### src/rtl/cfgrd_pkg.sv
package cfgrd_pkg;
  localparam int ADDR_W = 16;
  localparam int DATA_W = 8;
  localparam int LOCK_W = 2;
  localparam logic [ADDR_W-1:0] PTR_FUSE_LO = 16'h0000;
  localparam logic [ADDR_W-1:0] PTR_LOCK    = 16'h0001;

  typedef enum logic [1:0] {
    SRC_FLASH = 2'd0,
    SRC_LOCK  = 2'd1,
    SRC_FUSE  = 2'd2
  } src_e;
endpackage

### src/rtl/cfgrd_window.sv
module cfgrd_window #(
  parameter int LD_WIN = 3,
  parameter int ST_WIN = 4
) (
  input  logic clk,
  input  logic rst_n,
  input  logic ctl_wr,
  input  logic ctl_rd,
  input  logic ctl_sp,
  input  logic ee_busy,
  input  logic ld_req,
  input  logic st_req,
  output logic rd_q,
  output logic sp_q
);
  localparam int CNT_W = $clog2(ST_WIN + 1);
  localparam logic [CNT_W-1:0] LIM_LD = CNT_W'(LD_WIN - 1);
  localparam logic [CNT_W-1:0] LIM_ST = CNT_W'(ST_WIN - 1);

  logic [CNT_W-1:0] cnt_q, cnt_d;
  logic             rd_d, sp_d;
  logic             wr_ok, used, expired, armed;

  assign wr_ok   = ctl_wr & ~ee_busy;
  assign armed   = rd_q | sp_q;
  assign used    = (rd_q & ld_req) | (sp_q & st_req);
  assign expired = rd_q ? (cnt_q == LIM_LD) : (cnt_q == LIM_ST);

  always_comb begin
    rd_d  = rd_q;
    sp_d  = sp_q;
    cnt_d = cnt_q;
    if (wr_ok) begin
      rd_d  = ctl_rd;
      sp_d  = ctl_sp;
      cnt_d = '0;
    end else if (armed) begin
      if (used || expired) begin
        rd_d  = 1'b0;
        sp_d  = 1'b0;
        cnt_d = '0;
      end else begin
        cnt_d = cnt_q + CNT_W'(1);
      end
    end
  end

  always_ff @(posedge clk or negedge rst_n) begin
    if (!rst_n) begin
      rd_q  <= 1'b0;
      sp_q  <= 1'b0;
      cnt_q <= '0;
    end else begin
      rd_q  <= rd_d;
      sp_q  <= sp_d;
      cnt_q <= cnt_d;
    end
  end

  // a write during an EEPROM write leaves idle bits idle
  p_ee_write_block_r7: assert property (@(posedge clk) disable iff (!rst_n)
    (ctl_wr && ee_busy && !rd_q && !sp_q) |=> (!rd_q && !sp_q));

  // any load under the read-config bit consumes the arming
  p_load_clears_r3: assert property (@(posedge clk) disable iff (!rst_n)
    (rd_q && ld_req && !ctl_wr) |=> (!rd_q && !sp_q));

  // a store under the self-program bit consumes the arming
  p_store_clears_r4: assert property (@(posedge clk) disable iff (!rst_n)
    (sp_q && st_req && !ctl_wr) |=> (!rd_q && !sp_q));

  // counter never runs past the longest window
  p_cnt_bound_r2: assert property (@(posedge clk) disable iff (!rst_n)
    cnt_q <= LIM_ST);

  // the read-config bit never outlives the load window
  p_rd_short_window_r2: assert property (@(posedge clk) disable iff (!rst_n)
    rd_q |-> (cnt_q <= LIM_LD));
endmodule

### src/rtl/cfgrd_select.sv
module cfgrd_select
  import cfgrd_pkg::*;
(
  input  logic              clk,
  input  logic              rst_n,
  input  logic              win_open,
  input  logic              ee_busy,
  input  logic              ld_req,
  input  logic [ADDR_W-1:0] ld_addr,
  input  logic [LOCK_W-1:0] lock_prog,
  input  logic [DATA_W-1:0] fuse_prog,
  input  logic [DATA_W-1:0] flash_rdata,
  output logic [DATA_W-1:0] ld_data
);
  src_e              src;
  logic [DATA_W-1:0] res_d, ld_data_d;

  always_comb begin
    src = SRC_FLASH;
    if (win_open && !ee_busy) begin
      if (ld_addr == PTR_LOCK)         src = SRC_LOCK;
      else if (ld_addr == PTR_FUSE_LO) src = SRC_FUSE;
    end
  end

  always_comb begin
    unique case (src)
      SRC_LOCK: res_d = {{(DATA_W-LOCK_W){1'b1}}, ~lock_prog};
      SRC_FUSE: res_d = ~fuse_prog;
      default:  res_d = flash_rdata;
    endcase
  end

  assign ld_data_d = ld_req ? res_d : ld_data;

  always_ff @(posedge clk or negedge rst_n) begin
    if (!rst_n) ld_data <= '0;
    else        ld_data <= ld_data_d;
  end

  // lock result pads its upper bits with ones
  p_lock_pad_r5: assert property (@(posedge clk) disable iff (!rst_n)
    (ld_req && win_open && !ee_busy && ld_addr == PTR_LOCK)
      |=> (ld_data[DATA_W-1:LOCK_W] == '1));

  // outside the window a load passes flash through
  p_flash_pass_r9: assert property (@(posedge clk) disable iff (!rst_n)
    (ld_req && !win_open) |=> (ld_data == $past(flash_rdata)));

  // result holds without a load
  p_hold_r9: assert property (@(posedge clk) disable iff (!rst_n)
    !ld_req |=> $stable(ld_data));
endmodule

### src/rtl/cfgbit_read_ctrl.sv
module cfgbit_read_ctrl
  import cfgrd_pkg::*;
#(
  parameter int LD_WIN = 3,
  parameter int ST_WIN = 4
) (
  input  logic              clk,
  input  logic              rst_n,
  input  logic              ctl_wr,
  input  logic              ctl_cfg_rd,
  input  logic              ctl_spm_en,
  input  logic              ld_req,
  input  logic [ADDR_W-1:0] ld_addr,
  input  logic              st_req,
  input  logic              ee_busy,
  input  logic [LOCK_W-1:0] lock_prog,
  input  logic [DATA_W-1:0] fuse_prog,
  input  logic [DATA_W-1:0] flash_rdata,
  output logic [DATA_W-1:0] ld_data,
  output logic              cfg_rd_en,
  output logic              spm_en
);
  logic [1:0] rst_sync_q;
  logic       rst_int_n;

  always_ff @(posedge clk or negedge rst_n) begin
    if (!rst_n) rst_sync_q <= 2'b00;
    else        rst_sync_q <= {rst_sync_q[0], 1'b1};
  end
  assign rst_int_n = rst_sync_q[1];

  cfgrd_window #(.LD_WIN(LD_WIN), .ST_WIN(ST_WIN)) u_window (
    .clk     (clk),
    .rst_n   (rst_int_n),
    .ctl_wr  (ctl_wr),
    .ctl_rd  (ctl_cfg_rd),
    .ctl_sp  (ctl_spm_en),
    .ee_busy (ee_busy),
    .ld_req  (ld_req),
    .st_req  (st_req),
    .rd_q    (cfg_rd_en),
    .sp_q    (spm_en)
  );

  cfgrd_select u_select (
    .clk         (clk),
    .rst_n       (rst_int_n),
    .win_open    (cfg_rd_en & spm_en),
    .ee_busy     (ee_busy),
    .ld_req      (ld_req),
    .ld_addr     (ld_addr),
    .lock_prog   (lock_prog),
    .fuse_prog   (fuse_prog),
    .flash_rdata (flash_rdata),
    .ld_data     (ld_data)
  );

  // enables idle while reset is held internally
  p_reset_idle_r11: assert property (@(posedge clk)
    !rst_int_n |=> (!cfg_rd_en && !spm_en && ld_data == '0));
endmodule

### config.mk
export PLATFORM = sky130hd
export DESIGN_NAME = cfgbit_read_ctrl
export DESIGN_NICKNAME = d
export VERILOG_FILES = /design/src/rtl/cfgrd_pkg.sv /design/src/rtl/cfgrd_window.sv /design/src/rtl/cfgrd_select.sv /design/src/rtl/cfgbit_read_ctrl.sv
export SDC_FILE = /design/constraint.sdc
export NUM_CORES = 1
export LEC_CHECK = 0
export ABC_CLOCK_PERIOD_IN_PS = 800
export BUFFER_PORTS_ARGS = -buffer_cell sky130_fd_sc_hd__buf_2
export CORE_MARGIN = 2
export CORE_UTILIZATION = 42
export DETAILED_ROUTE_END_ITERATION = 12
export GPL_TIMING_DRIVEN = 0
export PLACE_DENSITY_LB_ADDON = 0.1
export SETUP_SLACK_MARGIN = 0.02
export SLEW_MARGIN = 20
export SYNTH_ARGS = -nofsm -noshare
export SYNTH_HDL_FRONTEND = slang
export SYNTH_SLANG_ARGS = --single-unit
### constraint.sdc
create_clock -name clk -period 0.8 [get_ports clk]
set_input_delay 0.04 -clock clk [delete_from_list [all_inputs] [get_ports clk]]
set_output_delay 0.04 -clock clk [all_outputs]
set_load 0.01 [all_outputs]
* Yosys cells after proc, flatten, opt, wreduce, memory -nomap -nowiden
Index checks and enable logic that the tools add are counted.
** Word-level totals
- Flip-flop bits (word level) :: 15
- Input bits :: 42
- Logic and storage cells :: 39
** Operators by class
- Add/sub/neg operators :: 1
- Eq/ne operators :: 5
- Mux-type cells :: 12
- Bitwise logic cells :: 9
- Reductions and logical operators :: 7
** Operators by type and width (number)
- $eq 16x1->1 const B :: 1
- $logic_not 16->1 :: 1
- $pmux 8 s2 :: 1
- $mux 3 :: 3
- $not 8->8 :: 1
- $eq 3x2->1 const B :: 2
- $mux 2 :: 3
- $mux 1 :: 5
- $and 1x1->1 :: 4
- $reduce_bool 2->1 :: 2
- $add 3x1->3 const B :: 1
- $eq 2x1->1 const B :: 1
- $eq 2x2->1 const B :: 1
- $not 2->2 :: 1
- $or 1x1->1 :: 2
- $reduce_and 2->1 :: 1
- $logic_and 1x1->1 :: 1
- $logic_not 1->1 :: 1
- $logic_or 1x1->1 :: 1
- $not 1->1 :: 1

* Depth between registers and ports, before layout
- Depth after elaboration :: 6
- Gate-level depth with buffers :: 5
- Depth with buffers taken out :: 4

* By module
A second synthesis with hierarchy kept.
** Second synthesis, totals
- Cells, all modules :: 91
- Area total of the unflattened synthesis :: 848.3 sq um
** By module, submodules not included
- cfgrd_select :: times used 1, cells each 63, area an instance 523.0 sq um, sequential area each 200.2 sq um
- cfgrd_window :: times used 1, cells each 24, area an instance 265.3 sq um, sequential area each 125.1 sq um
- cfgbit_read_ctrl :: times used 1, cells each 4, area an instance 60.1 sq um, sequential area each 50.0 sq um

* Least setup slack after synthesis
OpenSTA, ideal clock, no wires.
- Path kind :: reg-to-reg
- From :: register u_window.rd_q
- To :: register u_select.ld_data[2]
- Library setup time :: 135 ps
- Arrival time :: 1251 ps
- Required time :: 665 ps
- Slack :: -586 ps
- Stages on the path, launching flop included :: 5
- Buffers on the path :: 0
- Period minus slack after synthesis :: 1386 ps
- Path through :: dfrtp_1 nor4b_4 nand3_2 o41ai_1 o22ai_1
** On the way
- Longest elaborated chain between the ends :: 5
** RTL lines
- start, declared :: RTL line cfgrd_window.sv:13 : output logic rd_q,
- start signal, assigned :: RTL line cfgrd_window.sv:54 : rd_q <= rd_d;
- $and 1x1->1 (*) :: RTL line cfgbit_read_ctrl.sv:48 : .win_open (cfg_rd_en & spm_en),
- $logic_and 1x1->1 (*) :: RTL line cfgrd_select.sv:20 : if (win_open && !ee_busy) begin
- $mux 2 (*) :: RTL line cfgrd_select.sv:20
- $eq 2x2->1 or $eq 2x1->1 (tied branches) :: RTL line cfgrd_select.sv:27 : unique case (src)
- $pmux 8 s2 (*) :: RTL line cfgrd_select.sv:27
- end signal, assigned :: RTL line cfgrd_select.sv:38 : else ld_data <= ld_data_d;
- end, declared :: RTL line cfgrd_select.sv:13 : output logic [DATA_W-1:0] ld_data
Every way passes the cells marked *; elsewhere a longest branch is shown, timed or not.
A chain may end at the register's enable or synchronous reset.

* Final worst setup path
- From :: register u_window.rd_q
- To :: register u_select.ld_data[6]
The elaborated chain is that of the path after synthesis.

==> out/qor.yml <==
cts_sinks: 15
vias_per_cell: 5.052
max_freq_ghz: 0.7185
clock_latency_ns: 0.28
area_delta_synth_final_pct: 52.10
yosys-top-cells-area: "dfrtp_1 43%, o41ai_1 6.1%, inv_1 5.6%"
fin_crit_ns: 1.392
grt_pass1_vias: 933
h-tree-depth: 1
gp_congestion: 0.7134
ys_warn_count: 0
drt_pass1_iterations: 4
worstPathMaxFanout: 8
maxSlewHeadroom: 0.6140
holdPathStages: 3
setup_slack_ns: -0.5919
power_leakage_uw: 0.0006578
final_cells: 174
layout.nets: 191
placed_cell_area_sq_mm: 0.001145
holdCritPathClass: "input port to flip-flop"
fin_area_sq_mm: 0.001315
finalSetupViolCount: 23
maxCapViolCount: 0
min_from: "flash_rdata[4]"
overflow: 0
netlist_area_sq_um: 864.6
ys_seq_area_frac: 0.4342
rows: 16
worst_slew_pin_slew_ns: 0.5790
gr-usage-all-layers: 0.2035
syn_inst: 85
fin_skew_ns: 0.002306
syn_area_per_cell_sq_um: 10.17
worstReg2RegEnd: "u_select.ld_data[6]"
core_area_sq_mm: 0.001942
num_io_pins: 52
drtIter0Drc: 4
die_w_um: 49.37
worst_ep_arrival_time_ns: 1.55
regToRegStartpoint: "u_window.rd_q"
wl_um: 2231
synth_seq_cells: 15
finalCritPeriodShare: 1.740
violations: "negative setup slack"
ant_nets: 0
rsz0062_at_grt: "true"
netlist.area_leader.share: 0.4342
place_inst: 161
cts_buffer_depth: 2
post-dp-hpwl_um: 1623
synth_most_common_cell: "dfrtp_1"
synthTopCellsByCount: "15 x dfrtp_1, 13 x inv_1, 6 x a21oi_1, 6 x o22ai_1, 6 x o41ai_1"
route.detailed.drc: 0
grt_pass1_wl_um: 3795
drive_above_1_share: 0.5238
cts_root_buffer: "clkbuf_4"
yosysTopAreaCell: "dfrtp_1"
port_buffers: 49
cts.clk_slew.worst_paths_ns: 0.09
critPathKind: "flip-flop to flip-flop"
start_util: 0.4452
finalMaxSlewViolations: 0
die_area_sq_mm: 0.002437
dieHeight_um: 49.37
cp.required_ns: 0.96
rrSetupSlack_ns: -0.59
powerDensity_mw_per_mm2: 1631
antenna_found_initial: 0
async_reset_ff_frac: 1.000
rr_worst_depth: 4
syn_nets: 128
dr_total_vias: 879
cp-start-kind: "flip-flop"
hold_ws_ns: 0.01614
synth_edf_count: 0
cts-buffers-inserted: 3
antenna_cells: 0
worstHoldEndpoint: "u_select.ld_data[4]"
endpoint_kind: "flip-flop"
ys.flop_type: "dfrtp_1"
wl_per_cell_um: 12.82
grt_max_degree: 14
synth_cell_types: 32
peakVddDrop_uv: 1304
status: "finished with violations"
hold_viol_final: 0
cts_tree: "done"
worst max-delay path by stage:
stage / start / to / slack (ns) / depth (start not counted)
after floorplan: u_window.rd_q / u_select.ld_data[2] / -0.52 / 4
after global placement: u_window.rd_q / u_select.ld_data[3] / -0.65 / 4
after detailed placement: u_window.rd_q / u_select.ld_data[2] / -0.67 / 4
after CTS: u_window.rd_q / u_select.ld_data[6] / -0.61 / 4
after global routing: u_window.rd_q / u_select.ld_data[3] / -0.66 / 4
final: u_window.rd_q / u_select.ld_data[6] / -0.59 / 4
layer usage:
layer  up-vias  GRT usage  part of all wire
met1       401     0.2255              0.38
li1        438          -                 -
met2        38     0.3896              0.55
met3         2    0.03988             0.061
met5         -          0                 0
met4         0    0.05556            0.0076
final cells by class:
cell class | instances | area (sq um)
Sequential cell | 15 | 376.6
Inverter | 13 | 48.80
Tap cell | 27 | 33.78
Multi-Input combinational cell | 52 | 478.0
Buffer | 5 | 25.02
Clock buffer | 4 | 26.28
Timing Repair Buffer | 58 | 326.6
Fill cell | 177 | 626.9
sequential cells by signal, indices dropped and copies added, names as in the netlist:
register	flops
u_window.sp_q	1
u_select.ld_data	8
u_window.rd_q	1
u_window.cnt_q	3
rst_sync_q	2
cells by family (layout without fill, tap and decap cells):
logic type | count (synthesis) | count (layout) | synth area share
multiplexers | 2 | 2 | 0.02316
other | 1 | 1 | 0.004337
AO/OA/AOI/OAI | 31 | 31 | 0.2692
adder cells (fa/ha/maj) | 1 | 1 | 0.01447
flip-flops | 15 | 15 | 0.4342
buffers and inverters | 18 | 80 | 0.08538
XOR/XNOR | 1 | 1 | 0.01013
AND/OR/NAND/NOR | 16 | 16 | 0.1592
cells in the final DEF (no fill, tap or decap), drive strengths merged:
master       instances
buf                 59
dfrtp               15
inv                 13
a21oi                6
o41ai                6
o22ai                6
clkbuf               5
a22o                 4
nor2                 3
dlygate4sd3          3
o21ai                3
nand3                3
a31oi                3
nor4                 3
nor2b                2
mux2i                2
nor4b                1
and3                 1
and3b                1
nand3b               1
or2                  1
o211ai               1
xor2                 1
a221o                1
a32o                 1
ha                   1
conb                 1
timing repair:
action	4_1_cts	5_1_grt
pin swaps	3	5
resized for setup	11	0
cloned	0	0
buffers inserted	3	3
hold buffers	3	0
endpoints found under the setup margin	23	23
hold endpoints to repair	4	0
through the flow:
| stage | setup TNS, ns | setup slack [ns] | util | power (uW) |
|---|---|---|---|---|
| 6_report | -7.827 | -0.5919 | 0.6772 | 2144 |
| 5_1_grt | -9.098 | -0.6553 | 0.6772 | 2306 |
| 4_1_cts | -8.117 | -0.6130 | 0.6656 | 2155 |
| 3_5_place_dp | -7.398 | -0.6664 | 0.5896 | 1603 |
| 3_3_place_gp | -7.110 | -0.6475 | 0.5896 | 1579 |
| 2_1_floorplan | -6.097 | -0.5199 | - | 1363 |
worst max-delay path, cell delays in order (launching register included):
cell and delay (ns):
dfrtp_2 0.38, nor4b_4 0.25, nand3_4 0.20, o41ai_2 0.32, o22ai_1 0.11
where the power goes:
part | total [uW] | internal [uW] | switching (uW) | leakage, uW
registers | 994 | 874 | 120 | 0.000183
clock network | 434 | 194 | 240 | 0.0000150
logic | 716 | 393 | 323 | 0.000460
total | 2140 | 1460 | 683 | 0.000658
Power figures use the tool's default switching activity.
